===== config.mk =====
export PLATFORM = sky130hd
export DESIGN_NAME = irq_distributor
export DESIGN_NICKNAME = d
export VERILOG_FILES = /design/src/rtl/irqd_pkg.sv /design/src/rtl/irqd_decode.sv /design/src/rtl/irqd_enable_bank.sv /design/src/rtl/irqd_route_bank.sv /design/src/rtl/irqd_fanout.sv /design/src/rtl/irq_distributor.sv
export SDC_FILE = /design/constraint.sdc
export NUM_CORES = 1
export LEC_CHECK = 0
export ABC_AREA = 1
export ABC_CLOCK_PERIOD_IN_PS = 2600
export CAP_MARGIN = 10
export CORE_ASPECT_RATIO = 0.5
export CORE_UTILIZATION = 46
export CTS_CLUSTER_DIAMETER = 60
export DETAILED_ROUTE_END_ITERATION = 16
export PLACE_DENSITY = 0.8
export SYNTH_ARGS = -nofsm -noshare
export SYNTH_HDL_FRONTEND = slang
export SYNTH_SLANG_ARGS = --single-unit
export TNS_END_PERCENT = 1

===== constraint.sdc =====
create_clock -name clk -period 2.6 [get_ports clk]
set_input_delay 0.52 -clock clk [delete_from_list [all_inputs] [get_ports clk]]
set_output_delay 0.52 -clock clk [all_outputs]
set_load 0.005 [all_outputs]

===== src/rtl/irqd_pkg.sv =====
package irqd_pkg;

  localparam int unsigned IPI_LINES  = 2;
  localparam int unsigned OFS_EN_CLR = 0;
  localparam int unsigned OFS_EN_SET = 1;
  localparam int unsigned OFS_ROUTE0 = 2;

  typedef enum logic [1:0] {
    ACC_NONE   = 2'd0,
    ACC_EN_CLR = 2'd1,
    ACC_EN_SET = 2'd2,
    ACC_ROUTE  = 2'd3
  } acc_kind_e;

  // Sorts a register word offset into the kind of access it addresses.
  function automatic acc_kind_e classify(input int unsigned offset,
                                         input int unsigned n_lines);
    if (offset == OFS_EN_CLR) return ACC_EN_CLR;
    if (offset == OFS_EN_SET) return ACC_EN_SET;
    if ((offset >= OFS_ROUTE0) && (offset < OFS_ROUTE0 + n_lines)) return ACC_ROUTE;
    return ACC_NONE;
  endfunction

  // Next value of one enable bit: raise wins only on the raise view,
  // lower wins only on the lower view, zero data bits keep the bit.
  function automatic logic next_enable(input logic cur,
                                       input logic data_bit,
                                       input logic raise,
                                       input logic lower);
    logic nxt;
    nxt = cur;
    if (raise && data_bit) nxt = 1'b1;
    if (lower && data_bit) nxt = 1'b0;
    return nxt;
  endfunction

  // Delivery condition for one (line, core) pair.
  function automatic logic deliver(input logic line_lvl,
                                   input logic line_en,
                                   input logic core_sel);
    return line_lvl & line_en & core_sel;
  endfunction

endpackage


===== src/rtl/irqd_decode.sv =====
module irqd_decode
  import irqd_pkg::*;
#(
  parameter int unsigned ADDR_W    = 5,
  parameter int unsigned NUM_LINES = 8,
  parameter int unsigned LINE_W    = (NUM_LINES > 1) ? $clog2(NUM_LINES) : 1
) (
  input  logic                  clk,
  input  logic                  rst_n,
  input  logic                  reg_we,
  input  logic [ADDR_W-1:0]     reg_addr,
  output acc_kind_e             kind,
  output logic [LINE_W-1:0]     line_idx,
  output logic                  clr_stb,
  output logic                  set_stb,
  output logic [NUM_LINES-1:0]  route_stb
);

  logic [ADDR_W-1:0] route_ofs;

  always_comb begin
    kind      = classify(32'(reg_addr), NUM_LINES);
    route_ofs = reg_addr - ADDR_W'(OFS_ROUTE0);
    line_idx  = LINE_W'(route_ofs);
  end

  assign clr_stb = reg_we && (kind == ACC_EN_CLR);
  assign set_stb = reg_we && (kind == ACC_EN_SET);

  for (genvar k = 0; k < NUM_LINES; k++) begin : g_stb
    assign route_stb[k] = reg_we && (kind == ACC_ROUTE) && (line_idx == LINE_W'(k));
  end

  // A write targets at most one register.
  AST_ONE_TARGET: assert property (@(posedge clk) disable iff (!rst_n)
    $onehot0({clr_stb, set_stb, route_stb}));

  // No register strobe without a write.
  AST_STROBE_NEEDS_WE: assert property (@(posedge clk) disable iff (!rst_n)
    (|{clr_stb, set_stb, route_stb}) |-> reg_we);

endmodule


===== src/rtl/irqd_enable_bank.sv =====
module irqd_enable_bank
  import irqd_pkg::*;
#(
  parameter int unsigned NUM_LINES = 8
) (
  input  logic                 clk,
  input  logic                 rst_n,
  input  logic                 set_stb,
  input  logic                 clr_stb,
  input  logic [NUM_LINES-1:0] wbits,
  output logic [NUM_LINES-1:0] en_q
);

  logic [NUM_LINES-1:0] en_d;
  logic                 en_touch;

  assign en_touch = set_stb | clr_stb;

  always_comb begin
    for (int k = 0; k < NUM_LINES; k++) begin
      en_d[k] = next_enable(en_q[k], wbits[k], set_stb, clr_stb);
    end
  end

  always_ff @(posedge clk or negedge rst_n) begin
    if (!rst_n)        en_q <= '0;
    else if (en_touch) en_q <= en_d;
  end

  AST_LOWER_CLEARS: assert property (@(posedge clk) disable iff (!rst_n)
    clr_stb |=> ((en_q & $past(wbits)) == '0));

  AST_LOWER_KEEPS: assert property (@(posedge clk) disable iff (!rst_n)
    clr_stb |=> ((en_q & ~$past(wbits)) == ($past(en_q) & ~$past(wbits))));

  AST_RAISE_SETS: assert property (@(posedge clk) disable iff (!rst_n)
    set_stb |=> ((en_q & $past(wbits)) == $past(wbits)));

  AST_RAISE_KEEPS: assert property (@(posedge clk) disable iff (!rst_n)
    set_stb |=> ((en_q & ~$past(wbits)) == ($past(en_q) & ~$past(wbits))));

  AST_EN_IDLE_HOLD: assert property (@(posedge clk) disable iff (!rst_n)
    !en_touch |=> $stable(en_q));

endmodule


===== src/rtl/irqd_route_bank.sv =====
module irqd_route_bank #(
  parameter int unsigned NUM_LINES = 8,
  parameter int unsigned NUM_CORES = 4,
  parameter int unsigned DATA_W    = 32
) (
  input  logic                           clk,
  input  logic                           rst_n,
  input  logic [NUM_LINES-1:0]           route_stb,
  input  logic [DATA_W-1:0]              wdata,
  output logic [NUM_LINES*NUM_CORES-1:0] route_flat
);

  localparam logic [NUM_CORES-1:0] ROUTE_RST = NUM_CORES'(1);

  logic [NUM_CORES-1:0] route_q [NUM_LINES];

  // Keeps only the bits that name an existing core.
  function automatic logic [NUM_CORES-1:0] clip_route(input logic [DATA_W-1:0] d);
    return d[NUM_CORES-1:0];
  endfunction

  for (genvar k = 0; k < NUM_LINES; k++) begin : g_line
    always_ff @(posedge clk or negedge rst_n) begin
      if (!rst_n)            route_q[k] <= ROUTE_RST;
      else if (route_stb[k]) route_q[k] <= clip_route(wdata);
    end

    assign route_flat[k*NUM_CORES +: NUM_CORES] = route_q[k];

    AST_ROUTE_HOLD: assert property (@(posedge clk) disable iff (!rst_n)
      !route_stb[k] |=> $stable(route_q[k]));

    AST_ROUTE_HI_DROPPED: assert property (@(posedge clk) disable iff (!rst_n)
      (route_stb[k] && (|wdata[DATA_W-1:NUM_CORES])) |=>
        (route_q[k] == $past(wdata[NUM_CORES-1:0])));
  end

endmodule


===== src/rtl/irqd_fanout.sv =====
module irqd_fanout
  import irqd_pkg::*;
#(
  parameter int unsigned NUM_LINES = 8,
  parameter int unsigned NUM_CORES = 4,
  parameter bit          REG_OUT   = 1'b1
) (
  input  logic                           clk,
  input  logic                           rst_n,
  input  logic [NUM_LINES-1:0]           line_in,
  input  logic [NUM_LINES-1:0]           en,
  input  logic [NUM_LINES*NUM_CORES-1:0] route_flat,
  output logic [NUM_CORES*NUM_LINES-1:0] irq_o
);

  localparam int unsigned OUT_W = NUM_CORES * NUM_LINES;

  // Unregistered delivery matrix, grouped by core.
  logic [OUT_W-1:0] deliver_w;

  for (genvar c = 0; c < NUM_CORES; c++) begin : g_core
    for (genvar k = 0; k < NUM_LINES; k++) begin : g_ln
      assign deliver_w[c*NUM_LINES + k] =
        deliver(line_in[k], en[k], route_flat[k*NUM_CORES + c]);
    end
  end

  if (REG_OUT) begin : g_reg
    logic [OUT_W-1:0] irq_q;

    always_ff @(posedge clk or negedge rst_n) begin
      if (!rst_n) irq_q <= '0;
      else        irq_q <= deliver_w;
    end

    assign irq_o = irq_q;

    for (genvar c = 0; c < NUM_CORES; c++) begin : g_chk_c
      for (genvar k = 0; k < NUM_LINES; k++) begin : g_chk_k
        AST_OUT_NEEDS_EN: assert property (@(posedge clk) disable iff (!rst_n)
          irq_q[c*NUM_LINES + k] |-> $past(en[k]));

        AST_OUT_NEEDS_ROUTE: assert property (@(posedge clk) disable iff (!rst_n)
          irq_q[c*NUM_LINES + k] |-> $past(route_flat[k*NUM_CORES + c]));

        AST_OUT_RELEASES: assert property (@(posedge clk) disable iff (!rst_n)
          $past(!line_in[k]) |-> !irq_q[c*NUM_LINES + k]);
      end
    end
  end else begin : g_comb
    assign irq_o = deliver_w;
  end

endmodule


===== src/rtl/irq_distributor.sv =====
module irq_distributor
  import irqd_pkg::*;
#(
  parameter int unsigned NUM_LINES = 8,
  parameter int unsigned NUM_CORES = 4,
  parameter int unsigned DATA_W    = 32,
  parameter int unsigned ADDR_W    = 5,
  parameter bit          REG_OUT   = 1'b1
) (
  input  logic                                   clk,
  input  logic                                   rst_n,
  input  logic [NUM_LINES+IPI_LINES-1:0]         ext_irq_i,
  output logic [IPI_LINES-1:0]                   ipi_o,
  input  logic                                   reg_we_i,
  input  logic [ADDR_W-1:0]                      reg_addr_i,
  input  logic [DATA_W-1:0]                      reg_wdata_i,
  output logic [DATA_W-1:0]                      reg_rdata_o,
  output logic [NUM_CORES*NUM_LINES-1:0]         core_irq_o
);

  localparam int unsigned LINE_W = (NUM_LINES > 1) ? $clog2(NUM_LINES) : 1;
  localparam int unsigned EXT_W  = NUM_LINES + IPI_LINES;

  acc_kind_e                      kind;
  logic [LINE_W-1:0]              line_idx;
  logic                           clr_stb;
  logic                           set_stb;
  logic [NUM_LINES-1:0]           route_stb;
  logic [NUM_LINES-1:0]           en_q;
  logic [NUM_LINES*NUM_CORES-1:0] route_flat;
  logic [NUM_LINES-1:0]           line_in;

  // Inter-processor inputs bypass the distributor entirely.
  assign ipi_o   = ext_irq_i[IPI_LINES-1:0];
  assign line_in = ext_irq_i[EXT_W-1:IPI_LINES];

  irqd_decode #(
    .ADDR_W    (ADDR_W),
    .NUM_LINES (NUM_LINES),
    .LINE_W    (LINE_W)
  ) u_decode (
    .clk       (clk),
    .rst_n     (rst_n),
    .reg_we    (reg_we_i),
    .reg_addr  (reg_addr_i),
    .kind      (kind),
    .line_idx  (line_idx),
    .clr_stb   (clr_stb),
    .set_stb   (set_stb),
    .route_stb (route_stb)
  );

  irqd_enable_bank #(
    .NUM_LINES (NUM_LINES)
  ) u_enable (
    .clk     (clk),
    .rst_n   (rst_n),
    .set_stb (set_stb),
    .clr_stb (clr_stb),
    .wbits   (reg_wdata_i[NUM_LINES-1:0]),
    .en_q    (en_q)
  );

  irqd_route_bank #(
    .NUM_LINES (NUM_LINES),
    .NUM_CORES (NUM_CORES),
    .DATA_W    (DATA_W)
  ) u_route (
    .clk        (clk),
    .rst_n      (rst_n),
    .route_stb  (route_stb),
    .wdata      (reg_wdata_i),
    .route_flat (route_flat)
  );

  irqd_fanout #(
    .NUM_LINES (NUM_LINES),
    .NUM_CORES (NUM_CORES),
    .REG_OUT   (REG_OUT)
  ) u_fanout (
    .clk        (clk),
    .rst_n      (rst_n),
    .line_in    (line_in),
    .en         (en_q),
    .route_flat (route_flat),
    .irq_o      (core_irq_o)
  );

  // Read return: both enable views show the enable vector.
  always_comb begin
    reg_rdata_o = '0;
    unique case (kind)
      ACC_EN_CLR, ACC_EN_SET: reg_rdata_o[NUM_LINES-1:0] = en_q;
      ACC_ROUTE:              reg_rdata_o[NUM_CORES-1:0] =
                                route_flat[32'(line_idx)*NUM_CORES +: NUM_CORES];
      default:                reg_rdata_o = '0;
    endcase
  end

endmodule


=== Word-level counts from Yosys, hierarchy flattened ===
Index checks and enable logic that the tools add are counted.

* Add/sub/neg operators: 1
* $lt $le $gt $ge: 2
* Equality and inequality tests: 11
* Shift-type cells: 1
* Mux-type cells: 30
* Bitwise logic cells: 41
* Reductions and logical operators: 47

{| class="wikitable"
|+ Operator list
! kind !! number
|-
| $and A1 B1 Y1 || 40
|-
| $shiftx A32 B6 Y4 || 1
|-
| $logic_and A1 B1 Y1 || 28
|-
| $mux W1 || 22
|-
| $reduce_and A2 Y1 || 8
|-
| $reduce_bool A2 Y1 || 8
|-
| $eq A3 B3 Y1 const B || 4
|-
| $mux W2 || 6
|-
| $pmux W4 S2 || 1
|-
| $eq A3 B2 Y1 const B || 2
|-
| $eq A5 B1 Y1 const B || 1
|-
| $ge A5 B2 Y1 const B || 1
|-
| $logic_not A5 Y1 || 1
|-
| $lt A5 B4 Y1 const B || 1
|-
| $eq A2 B2 Y1 const B || 2
|-
| $mux W4 || 1
|-
| $eq A3 B1 Y1 const B || 1
|-
| $logic_not A3 Y1 || 1
|-
| $sub A3 B2 Y3 const B || 1
|-
| $eq A2 B1 Y1 const B || 1
|-
| $reduce_or A2 Y1 || 1
|-
| $or A1 B1 Y1 || 1
|}

* Register bits after elaboration: 72
* Bits of input ports: 50
* Output and inout port bits: 66
* Word-level logic and storage cells: 150

=== Logic depth before layout (Yosys ltp) ===
* Word-level depth: 13
* Gate-level depth with buffers: 12
* Mapped depth without buffers: 9

=== By module ===
A second synthesis with hierarchy kept.

* Cells, all modules: 488
* Area total of the unflattened synthesis: 3679.8 µm²

{| class="wikitable"
|+ Modules (own cells, without submodules)
! module !! instances !! cells an instance !! area each (µm²)
|-
| irqd_route_bank || 1 || 140 || 1221.2
|-
| irqd_fanout || 1 || 104 || 1091.0
|-
| irq_distributor || 1 || 143 || 725.7
|-
| irqd_enable_bank || 1 || 58 || 390.4
|-
| irqd_decode || 1 || 43 || 251.5
|}

=== Least setup slack after synthesis ===
No wires, ideal clock.

* Kind: input-to-output
* From: input port reg_addr_i[1]
* To: output port reg_rdata_o[1]
* Arrival time: 1.810 ns
* Path slack: 0.270 ns
* Stages: 9
* Cells stage by stage: buf_6 inv_2 buf_6 ha_1 buf_4 inv_1 nand3_1 nand3_1 nand2_1

* Word-level cells in the longest chain between the ends: 11
* Elaborated cells on any way between the ends: 23

{| class="wikitable"
|+ Ends and longest elaborated chain
! item !! line !! source
|-
| start, declared || irq_distributor.sv:15 || <nowiki>input logic [ADDR_W-1:0] reg_addr_i,</nowiki>
|-
| $ge A5 B2 Y1 / $lt A5 B4 Y1 (equally long branches) || irqd_pkg.sv:20 || <nowiki>if ((offset >= OFS_ROUTE0) && (offset < OFS_ROUTE0 + n_lines)) return ACC_ROUTE;</nowiki>
|-
| $logic_and A1 B1 Y1 || irqd_pkg.sv:20 ||
|-
| $mux W1 (2 in a row) || irqd_pkg.sv:20 ||
|-
| $mux W1 || irqd_pkg.sv:19 || <nowiki>if (offset == OFS_EN_SET) return ACC_EN_SET;</nowiki>
|-
| $mux W2 || irqd_pkg.sv:21 || <nowiki>return ACC_NONE;</nowiki>
|-
| $mux W2 || irqd_pkg.sv:20 ||
|-
| $mux W2 || irqd_pkg.sv:19 ||
|-
| $eq A2 B2 Y1 / $eq A2 B1 Y1 (equally long branches) || irq_distributor.sv:92 || <nowiki>unique case (kind)</nowiki>
|-
| $reduce_or A2 Y1 || irq_distributor.sv:92 ||
|-
| $pmux W4 S2 * || irq_distributor.sv:92 ||
|-
| end, declared || irq_distributor.sv:17 || <nowiki>output logic [DATA_W-1:0] reg_rdata_o,</nowiki>
|}

Every way passes the cells marked *; elsewhere a longest branch is shown, timed or not. The select of a mux whose other input is x is not followed.

=== Final worst setup path ===
* From: input port reg_addr_i[3]
* To: output port reg_rdata_o[6]

* Word-level cells in the longest chain between the ends: 11
* Elaborated cells on any way between the ends: 20

{| class="wikitable"
|+ Ends and longest elaborated chain
! item !! line
|-
| $ge A5 B2 Y1 / $lt A5 B4 Y1 (equally long branches) || irqd_pkg.sv:20
|-
| $logic_and A1 B1 Y1 || irqd_pkg.sv:20
|-
| $mux W1 (2 in a row) || irqd_pkg.sv:20
|-
| $mux W1 || irqd_pkg.sv:19
|-
| $mux W2 || irqd_pkg.sv:21
|-
| $mux W2 || irqd_pkg.sv:20
|-
| $mux W2 * || irqd_pkg.sv:19
|-
| $eq A2 B2 Y1 / $eq A2 B1 Y1 (equally long branches) || irq_distributor.sv:92
|-
| $reduce_or A2 Y1 * || irq_distributor.sv:92
|-
| $mux W4 * || irq_distributor.sv:92
|}

Marked as above.

==> out/qor.yml <==
placed_cells: 610
required_ns: 2.08
clock_latency_ns: 0.33
syn_avg_cell_area_um2: 8.05
hold_class: "in2async"
path_class: "in2out"
die_w_um: 127
die_area_um2: 8170
grt_use_total: 0.233
yosysUniqueCellTypes: 22
overflow: 0
drive_gt1_frac: 0.140
post_cts_buffers: 0
timing.rr.start: "u_enable.en_q[6]"
yosysWarnings: 0
wl_mm: 8.85
cts_tree: "built"
ant_nets: 0
final-setup-viol-count: 0
antenna_found_initial: 0
vias: 3110
antenna_cells: 0
ir_drop_v: 0.000384
clock-root-buffer: "clkbuf_16"
tightest_slew_ns: 0.616
worstPathMaxFanout: 5
fin_nets: 577
gp_congestion: 0.866
grt_max_degree: 31
seq_area_frac_synth: 0.506
p_leak_nw: 2.44
dpl_worst_slack_ns: -0.312
period_minus_slack_ns: 2.39
synthesis.area_um2: 3580
worst_slack_ns: 0.211
critPathLaunchType: "input pin"
port_buffers: 63
layout.cells.non_filler: 626
slew_violations: 0
max_slew_margin: 0.589
drt-wirelength-per-cell_um: 14.1
design.core.area_um2: 7430
rows: 22
cts_buffer_depth: 2
syn_inst: 445
dr.first_iter.drc_count: 253
crit_path_end_kind: "output pin"
clk_pin_slew_worst_paths_ns: 0.05
startpoint: "reg_addr_i[3]"
setup_tns_ns: 0
final_area_um2: 4680
fin_skew_ns: 0.00367
fmax_ghz: 0.419
dp_hpwl_mm: 6.28
first_pass_iters: 5
ys_seq_elements: 72
initial_core_util: 0.482
die_y_um: 64.4
status: "finished clean"
area.growth.synth_to_final_pct: 30.6
viasPerCell: 4.97
cts_buffers: 9
rsz0062_at_grt: "no"
io_pins: 116
cap_violations: 0
arrival_ns: 1.87
grt_pass1_wl_mm: 14.2
cts_sinks: 72
placedInstanceArea_um2: 4300
cts_hold_buf: 0
drcViolationCount: 0
power.density_nw_per_um2: 744
period_share: 0.919
htree_levels: 3
grt_pass1_vias: 2917
hold_viol_final: 0
[critical path: stages]
cell	delay, ns
dlygate4sd2_1	0.31
nor2_1	0.13
nand2_1	0.11
buf_4	0.17
nor2_1	0.10
clkdlybuf4s50_1	0.51
[Yosys cell counts]
cell type    n  share of area
inv_2        2         0.0021
dfrtp_1     64           0.45
buf_4       29          0.061
o21ai_1      8          0.011
a21oi_1      1         0.0014
nand3_1     38          0.053
buf_6        5          0.016
ha_1         2         0.0070
clkbuf_1     5         0.0052
nand2_1    144           0.15
nand3_2      2         0.0056
conb_1       1         0.0010
nand4_1      8          0.014
dfstp_2      8          0.059
nand2_2      4         0.0070
buf_2        1         0.0014
inv_1       51          0.053
nor2_2       2         0.0035
o21ai_0     13          0.018
nand2_4      2         0.0063
nor2_4       9          0.028
nor2_1      46          0.048
[routing by layer]
metal / track usage / share of wire / up-vias
met3: 0.0595 / 0.075 / 26
li1: - / - / 1468
met5: 0 / 0 / -
met2: 0.372 / 0.45 / 151
met1: 0.304 / 0.44 / 1465
met4: 0.0967 / 0.026 / 0
[through the flow]
| stage | hold slack, ns | utilization | total power [mW] |
|---|---|---|---|
| floorplan | 0.224 | - | 1.78 |
| global placement | 0.451 | 0.579 | 2.00 |
| detailed placement | 0.454 | 0.579 | 2.02 |
| CTS | 0.226 | 0.627 | 3.47 |
| global route | 0.253 | 0.629 | 3.64 |
| finish | 0.200 | 0.629 | 3.48 |
[final cells by class]
cell class,instances,area (um2)
clock buffer,11,253
clock inverter,5,103
fill,643,2760
inverter,53,201
multi-input combinational,303,1360
sequential,72,1810
tap,96,120
timing repair buffer,86,825
[logic make-up (layout without fill, tap and decap cells)]
logic type	count (synthesis)	count (layout)	share of synthesized area
compound gates	22	22	0.0307
fa+ha+maj	2	2	0.00698
buf+inv	93	155	0.139
flops	72	72	0.506
other cells	1	24	0.00105
simple gates	255	255	0.317
[power breakdown]
group | total [mW] | switching (mW) | internal [mW]
logic | 0.604 | 0.365 | 0.239
clock network | 1.46 | 0.474 | 0.988
registers | 1.41 | 0.105 | 1.31
[what timing repair did]
action                                  in CTS  in global routing
resized for setup                           11                  8
endpoints found under the setup margin       5                  5
pin swaps                                    0                  1
cloned                                       0                  0
[state kept, by name (all words and copies together) (netlist names)]
signal,flops
u_fanout.irq_o,32
u_route.route_flat,32
u_enable.en_q,8
[layout by cell type, fill, tap and decap left out, types with 2 or more instances in the layout]
cell and n:
nand4_1 8, clkbuf_16 9, bufinv_16 3, buf_4 21, dfstp_2 8, nor2_1 46, nand3_2 2, o21ai_0 11
dlygate4sd2_1 3, clkbuf_8 2, dfrtp_1 64, nand3_1 38, nand2_4 2, nor2_2 2, nand2_2 4, o21ai_1 10
inv_1 48, nand2_1 144, inv_2 4, nor2_4 9, clkdlybuf4s50_1 53, ha_1 2, dlymetal6s2s_1 5, conb_1 24
[worst paths after layout]
check / endpoint / slack (ns) / depth (start not counted)
worst max-delay path: reg_rdata_o[6] / 0.21 / 6
worst min-delay path: u_fanout.irq_o[19] / 0.20 / 1
worst max register to register: u_fanout.irq_o[30] / 1.79 / 2
worst min register to register: u_route.route_flat[8] / 0.46 / 2
max in group asynchronous: u_route.route_flat[28] / 1.68 / 2
min in group clk: u_route.route_flat[8] / 0.46 / 2
Note: power is estimated with default switching activity, not from simulation.
